==> src/rtl/mmu_pkg.sv <==
package mmu_pkg;
    typedef logic [7:0] bank_t;

    typedef struct packed {
        bank_t rd;
        bank_t wr;
    } bank_pair_t;
endpackage

==> src/rtl/mmu_port_decode.sv <==
module mmu_port_decode #(
    parameter logic [7:0] PORT_MAIN = 8'h40,
    parameter logic [7:0] PORT_WRB  = 8'h41,
    parameter bit         SPLIT_WR  = 1'b1
) (
    input  logic [7:0] io_port,
    input  logic       iorq_n,
    input  logic       wr_n,
    output logic       ld_both,
    output logic       ld_wr
);
    logic io_write;
    assign io_write = !iorq_n && !wr_n;
    assign ld_both  = io_write && (io_port == PORT_MAIN);

    generate
        if (SPLIT_WR) begin : g_split
            assign ld_wr = io_write && (io_port == PORT_WRB);
        end else begin : g_single
            assign ld_wr = 1'b0;
        end
    endgenerate
endmodule

==> src/rtl/mmu_bank_latch.sv <==
module mmu_bank_latch
    import mmu_pkg::*;
#(
    parameter bit SPLIT_WR = 1'b1
) (
    input  logic       clk,
    input  logic       rst_n,
    input  logic       ld_both,
    input  logic       ld_wr,
    input  bank_t      din,
    output bank_pair_t bank_q
);
    bank_pair_t bank_d;

    always_comb begin
        bank_d = bank_q;
        if (ld_both) begin
            bank_d.rd = din;
            bank_d.wr = din;
        end else if (ld_wr && SPLIT_WR) begin
            bank_d.wr = din;
        end
        if (!SPLIT_WR) begin
            bank_d.wr = bank_d.rd;
        end
    end

    always_ff @(posedge clk or negedge rst_n) begin
        if (!rst_n) begin
            bank_q <= '0;
        end else begin
            bank_q <= bank_d;
        end
    end

    p_load_both_r5: assert property (@(posedge clk) disable iff (!rst_n)
        ld_both |=> (bank_q.rd == $past(din) && bank_q.wr == $past(din)));

    p_wr_only_r6: assert property (@(posedge clk) disable iff (!rst_n)
        (ld_wr && !ld_both) |=> $stable(bank_q.rd));

    p_hold_r9: assert property (@(posedge clk) disable iff (!rst_n)
        (!ld_both && !ld_wr) |=> $stable(bank_q));
endmodule

==> src/rtl/mmu_window_xlate.sv <==
module mmu_window_xlate
    import mmu_pkg::*;
#(
    parameter int          BLK_BITS   = 4,
    parameter int          SEL_BIT    = 6,
    parameter int          OFF_BITS   = 15,
    parameter int unsigned COMMON_BLK = 0,
    localparam int         PA_W       = BLK_BITS + OFF_BITS
) (
    input  logic [15:0]    cpu_addr,
    input  logic           mreq_n,
    input  logic           rd_n,
    input  logic           wr_n,
    input  bank_pair_t     bank_q,
    output logic [PA_W-1:0] phys_addr,
    output logic           rom_cs_n,
    output logic           ram_cs_n
);
    bank_t sel;
    logic  upper;
    logic  unused_rd_n;

    assign unused_rd_n = rd_n;
    assign upper       = cpu_addr[15];

    always_comb begin
        sel = (!wr_n) ? bank_q.wr : bank_q.rd;
        rom_cs_n = 1'b1;
        ram_cs_n = 1'b1;
        if (upper) begin
            phys_addr = {BLK_BITS'(COMMON_BLK), cpu_addr[OFF_BITS-1:0]};
            ram_cs_n  = mreq_n;
        end else begin
            phys_addr = {sel[BLK_BITS-1:0], cpu_addr[OFF_BITS-1:0]};
            if (sel[SEL_BIT]) begin
                ram_cs_n = mreq_n;
            end else begin
                rom_cs_n = mreq_n;
            end
        end
    end
endmodule

==> src/rtl/half_split_mapper.sv <==
module half_split_mapper
    import mmu_pkg::*;
#(
    parameter int         BLK_BITS  = 4,
    parameter int         SEL_BIT   = 6,
    parameter logic [7:0] PORT_MAIN = 8'h40,
    parameter logic [7:0] PORT_WRB  = 8'h41,
    parameter bit         SPLIT_WR  = 1'b1,
    localparam int        OFF_BITS  = 15,
    localparam int        PA_W      = BLK_BITS + OFF_BITS
) (
    input  logic            clk,
    input  logic            rst_n,
    input  logic [15:0]     cpu_addr,
    input  logic [7:0]      cpu_data,
    input  logic            mreq_n,
    input  logic            iorq_n,
    input  logic            rd_n,
    input  logic            wr_n,
    output logic [PA_W-1:0] phys_addr,
    output logic            rom_cs_n,
    output logic            ram_cs_n
);
    logic       ld_both;
    logic       ld_wr;
    bank_pair_t bank_q;

    mmu_port_decode #(
        .PORT_MAIN (PORT_MAIN),
        .PORT_WRB  (PORT_WRB),
        .SPLIT_WR  (SPLIT_WR)
    ) u_dec (
        .io_port (cpu_addr[7:0]),
        .iorq_n  (iorq_n),
        .wr_n    (wr_n),
        .ld_both (ld_both),
        .ld_wr   (ld_wr)
    );

    mmu_bank_latch #(
        .SPLIT_WR (SPLIT_WR)
    ) u_latch (
        .clk     (clk),
        .rst_n   (rst_n),
        .ld_both (ld_both),
        .ld_wr   (ld_wr),
        .din     (cpu_data),
        .bank_q  (bank_q)
    );

    mmu_window_xlate #(
        .BLK_BITS   (BLK_BITS),
        .SEL_BIT    (SEL_BIT),
        .OFF_BITS   (OFF_BITS),
        .COMMON_BLK (0)
    ) u_xlate (
        .cpu_addr  (cpu_addr),
        .mreq_n    (mreq_n),
        .rd_n      (rd_n),
        .wr_n      (wr_n),
        .bank_q    (bank_q),
        .phys_addr (phys_addr),
        .rom_cs_n  (rom_cs_n),
        .ram_cs_n  (ram_cs_n)
    );

    p_cs_excl_r8: assert property (@(posedge clk) disable iff (!rst_n)
        !(!rom_cs_n && !ram_cs_n));

    p_idle_no_cs_r8: assert property (@(posedge clk) disable iff (!rst_n)
        mreq_n |-> (rom_cs_n && ram_cs_n));

    p_upper_common_r2: assert property (@(posedge clk) disable iff (!rst_n)
        (!mreq_n && cpu_addr[15]) |->
            (!ram_cs_n && phys_addr[PA_W-1:OFF_BITS] == '0));
endmodule

==> config.mk <==
export PLATFORM = sky130hd
export DESIGN_NAME = half_split_mapper
export DESIGN_NICKNAME = d
export VERILOG_FILES = /design/src/rtl/mmu_pkg.sv /design/src/rtl/mmu_port_decode.sv /design/src/rtl/mmu_bank_latch.sv /design/src/rtl/mmu_window_xlate.sv /design/src/rtl/half_split_mapper.sv
export SDC_FILE = /design/constraint.sdc
export NUM_CORES = 1
export LEC_CHECK = 0
export ABC_AREA = 1
export BUFFER_PORTS_ARGS = -buffer_cell sky130_fd_sc_hd__buf_2
export CORE_ASPECT_RATIO = 1.2
export CORE_MARGIN = 1.5
export CORE_UTILIZATION = 39
export CTS_CLUSTER_DIAMETER = 60
export DETAILED_ROUTE_END_ITERATION = 10
export PLACE_DENSITY = 0.87
export SLEW_MARGIN = 20
export SYNTH_ARGS = -nofsm -noshare
export SYNTH_HDL_FRONTEND = slang
export SYNTH_SLANG_ARGS = --single-unit
export TNS_END_PERCENT = 5
==> constraint.sdc <==
create_clock -name clk -period 1 [get_ports clk]
set_clock_uncertainty 0.1 [all_clocks]
set_input_delay 0.15 -clock clk [delete_from_list [all_inputs] [get_ports clk]]
set_output_delay 0.15 -clock clk [all_outputs]
set_load 0.05 [all_outputs]
# --- Yosys cells after proc, flatten, opt, wreduce, memory -nomap -nowiden ---
# Cells that the tools add are included.
totals:
  reg_bits: 14
  inputBits: 30
  out_inout_bits: 21
  wordCells: 18
op_classes:
  n_eq_ne: 2
  mux: 8
  n_reduce_logical: 6
ops:
  columns: ["cell", "n"]
  rows:
  - ["7-bit two-way mux", 3]
  - ["19-bit two-way mux", 1]
  - ["8-bit by 7-bit equality test with 1-bit output (second input constant)", 2]
  - ["1-bit two-way mux", 4]
  - ["1-bit logical AND", 3]
  - ["1-bit zero test", 2]
  - ["2-bit nonzero test", 1]

# --- Logic depth before layout (Yosys ltp) ---
depth:
  depth_word: 5
  mapped_depth: 6

# --- Cells and area by module ---
# From an unflattened synthesis, not the netlist that was laid out.
unflattened:
  hier_cells: 121
  hier_area_um2: 910.9
by_module_without_submodules:
  columns: ["module", "instances", "cells_per_inst", "area_each_um2", "seq_area_each_um2"]
  rows:
  - ["mmu_bank_latch", 1, 67, 638.1, 400.4]
  - ["mmu_window_xlate", 1, 35, 198.9, 0.0]
  - ["mmu_port_decode", 1, 19, 73.8, 0.0]

# --- Least setup slack after synthesis ---
# OpenSTA, ideal clock, no wires.
synth_path:
  kind: "flip-flop to output port"
  start: "reg u_latch.bank_q[2] (netlist name)"
  end: "out phys_addr[17]"
  t_arrival_ps: 1047
  required_time_ps: 750
  slack_ps: -297
  stages_incl_launch_ff: 3
  path_cell_list: "dfrtp_1 -> o21ai_0 -> nor2_1"
synth_via:
  elab_chain_cells: 2
synth_lines:
  columns: ["element", "line", "source"]
  rows:
  - ["7-bit two-way mux", "mmu_window_xlate.sv:27", "sel = (!wr_n) ? bank_q.wr : bank_q.rd;"]
  - ["19-bit two-way mux", "mmu_window_xlate.sv:30", "if (upper) begin"]
  - ["to (decl)", "half_split_mapper.sv:20", "output logic [PA_W-1:0] phys_addr,"]
# Every way passes these cells.

# --- Worst setup path after layout ---
layout_path:
  start: "reg u_latch.bank_q[14] (netlist name)"
  end: "out ram_cs_n"
layout_via:
  elab_chain_cells: 3
layout_lines:
  columns: ["element", "line", "source"]
  rows:
  - ["7-bit two-way mux", "mmu_window_xlate.sv:27", null]
  - ["1-bit two-way mux", "mmu_window_xlate.sv:35", "if (sel[SEL_BIT]) begin"]
  - ["1-bit two-way mux", "mmu_window_xlate.sv:30", null]
  - ["to (decl)", "half_split_mapper.sv:22", "output logic ram_cs_n"]
# Every way passes these cells.

==> results.yml <==
grt:
  grt_pass1_vias: 591
  grt_pass1_wl_um: 2220
  grt_max_degree: 11
  antenna_found_initial: 0
  grt_util_all_layers_pct: 15.9
  overflow: 0
cells_and_area:
  nets: 153
  layout-drive-gt1-share_pct: 43.8
  antennaDiodeCount: 0
  n_fill_cell: 158
  reg.largest.list: "u_latch.bank_q: 10 flops"
  regMostFlops: "u_latch.bank_q"
  area_delta_synth_final_pct: 26.7
  layout_common_cells: "nand2_1, buf_2, nand3_1"
  fin_cells: 139
  largest_register_ffs: 10
power_and_ir_drop:
  clockPowerShare_pct: 27.4
  peakVddDrop_v: 0.000566
  p_leak_nw: 0.529
  p_per_area_mw_per_mm2: 1130
  share_comb_of_total_power_pct: 28.8
  p_sw_share_pct: 33.3
  internal_power_mw: 0.652
  seq_power_share_pct: 43.9
  totalPowerFinal_mw: 0.977
  switchingPower_mw: 0.325
setup_path:
  crit_top_cell: "nand2_1"
  arrival_ns: 1.03
  setup.worst_path.start_class: "register"
  path_buf_inv: 1
  endpoint_kind: "output port"
  worstPathCellList: "nand2_1 -> nand3_1 -> nand2_1 -> buf_6"
  critPathMaxFanout: 2
  path_class: "reg2out"
  worstPathRequired_ns: 0.75
  crit_family: "flip-flops"
  critPathSlowestCell: "dfrtp_1"
  slowest_delay_ns: 0.39
drt:
  via_count: 665
  drc: 0
  wl_per_cell_um: 9.68
  dr.pass1.iters: 4
  routed_wl_um: 1350
  drtAntennaViolNets: 0
  via_per_inst: 4.78
  dr.first_iter.drc_count: 20
cts:
  clock_path_buffers: 2
  cts_tree: "yes"
  htreeDepth: 1
  clk_pin_slew_worst_paths_ns: 0.06
  clock_latency_ns: 0.26
  cts_root_buf: "clkbuf_4"
  clock_sinks: 10
  cts_made_buffers: 3
floorplan:
  core-area_mm2: 0.00164
  rows: 16
  die_h_um: 48.9
  start_util_pct: 41.7
  io_pins: 51
  die_w_um: 41.2
  die-area_mm2: 0.00202
timing:
  rsz0062_at_grt: "true"
  layout_setup_ws_ns: -0.281
  fin_setup_tns_ns: -1.59
  max_freq_mhz: 781
  period_needed_ns: 1.28
  slew_headroom_pct: 83.3
  setup_viol: 6
  finalHoldViolations: 0
  tightest_slew_ns: 0.252
  slew_viol_final: 0
  post-route-period-util_pct: 128
synthesis:
  avgSynthCellArea_um2: 7.28
  synth-warning-count: 0
  syn_inst: 94
  synth_cell_type_count: 14
  ys_seq_area_share_pct: 36.6
  yosysTopAreaCell: "dfrtp_1"
  synth_top_area_share_pct: 36.6
  syn-num-nets: 124
  synth_area_leaders: "dfrtp_1, buf_4, nand2_1"
  synth.cell_area_um2: 684
  synth-seq-cells: 10
run_status:
  status: "finished with violations"
  violations: "setup timing"
hold_path:
  holdCritPathClass: "in2reg"
placed_design:
  gp_congestion: 0.811
  hpwlAfterDp_um: 1130
  io_buffer_count: 32
  placed_cells: 134
run:
  drv_cap: 0
==> kinds of logic (layout without fill, tap and decap cells) <==
kind of cell	count (synthesis)	count (layout)	synth area share [%]
buffers and inverters	24	51	21.4
and+or+nand+nor	56	56	39.1
AOI/OAI and AO/OA	4	4	2.93
DFF	10	10	36.6
==> Yosys cell counts, drive strengths merged <==
master,n
inv,9
nand4,1
nor2,15
dfrtp,10
buf,15
o21ai,4
nand2,27
nand3,13
==> path summary, 6_finish.rpt <==
kind                                                  end                            from  cells after the start  slack [ns]
min                        u_latch.bank_q[10]$_DFFE_PN0P_                     cpu_data[2]                      3        0.03
max in group asynchronous   u_latch.bank_q[6]$_DFFE_PN0P_                           rst_n                      2        0.46
max reg2reg                 u_latch.bank_q[1]$_DFFE_PN0P_   u_latch.bank_q[1]$_DFFE_PN0P_                      3        0.19
max                                              ram_cs_n  u_latch.bank_q[14]$_DFFE_PN0P_                      4       -0.28
min in group asynchronous   u_latch.bank_q[0]$_DFFE_PN0P_                           rst_n                      2        0.16
min reg2reg                 u_latch.bank_q[2]$_DFFE_PN0P_   u_latch.bank_q[2]$_DFFE_PN0P_                      2        0.38
==> metrics by stage <==
stage | utilization [%] | area (µm²) | hold slack (ns) | worst slack (ns)
2_1_floorplan | - | 694 | -0.246 | -0.149
3_3_place_gp | 48.9 | 802 | -0.0898 | -0.0902
3_5_place_dp | 48.9 | 802 | -0.0843 | -0.117
4_1_cts | 52.8 | 867 | 0.0324 | -0.296
5_1_grt | 52.8 | 867 | 0.0464 | -0.345
6_report | 52.8 | 867 | 0.0327 | -0.281
==> worst min-delay path, delay by kind of cell <==
kind / cells / cell delay [ns]
simple gates: 2 / 0.13
buf+inv: 1 / 0.09
==> timing repair <==
item / CTS / global route
hold endpoints to repair: 10 / 0
buffers inserted: 1 / 0
gates resized for setup: 13 / 0
pin swaps: 4 / 4
endpoints found under the setup margin: 6 / 6
hold buffers: 1 / 0
cloned: 0 / 0
==> layer usage <==
layer	up-vias	GRT usage, %	wire length [µm]	part of all wire, %
li1	338	-	-	-
met1	300	20.2	575	43
met2	25	24.0	637	47
met3	2	4.11	113	8.4
met4	0	7.53	20	1.5
met5	-	0	0	0
==> cell type report <==
type | count | area (µm²) | area share, %
well taps | 18 | 22.5 | 2.60
clock buffers | 3 | 22.5 | 2.60
multi-input cells | 60 | 300 | 34.6
flip-flops and latches | 10 | 250 | 28.9
inverters | 9 | 33.8 | 3.90
repair buffers | 39 | 238 | 27.4
==> power by group through the flow <==
| stage | sequential [mW] | combinational [mW] | clock (mW) |
|---|---|---|---|
| final | 0.429 | 0.281 | 0.267 |
| after global routing | 0.430 | 0.305 | 0.294 |
| after CTS | 0.428 | 0.282 | 0.272 |
| after detailed placement | 0.435 | 0.264 | 0 |
| after global placement | 0.435 | 0.257 | 0 |
| after floorplan | 0.432 | 0.262 | 0 |
Power figures use the tool's default switching activity.
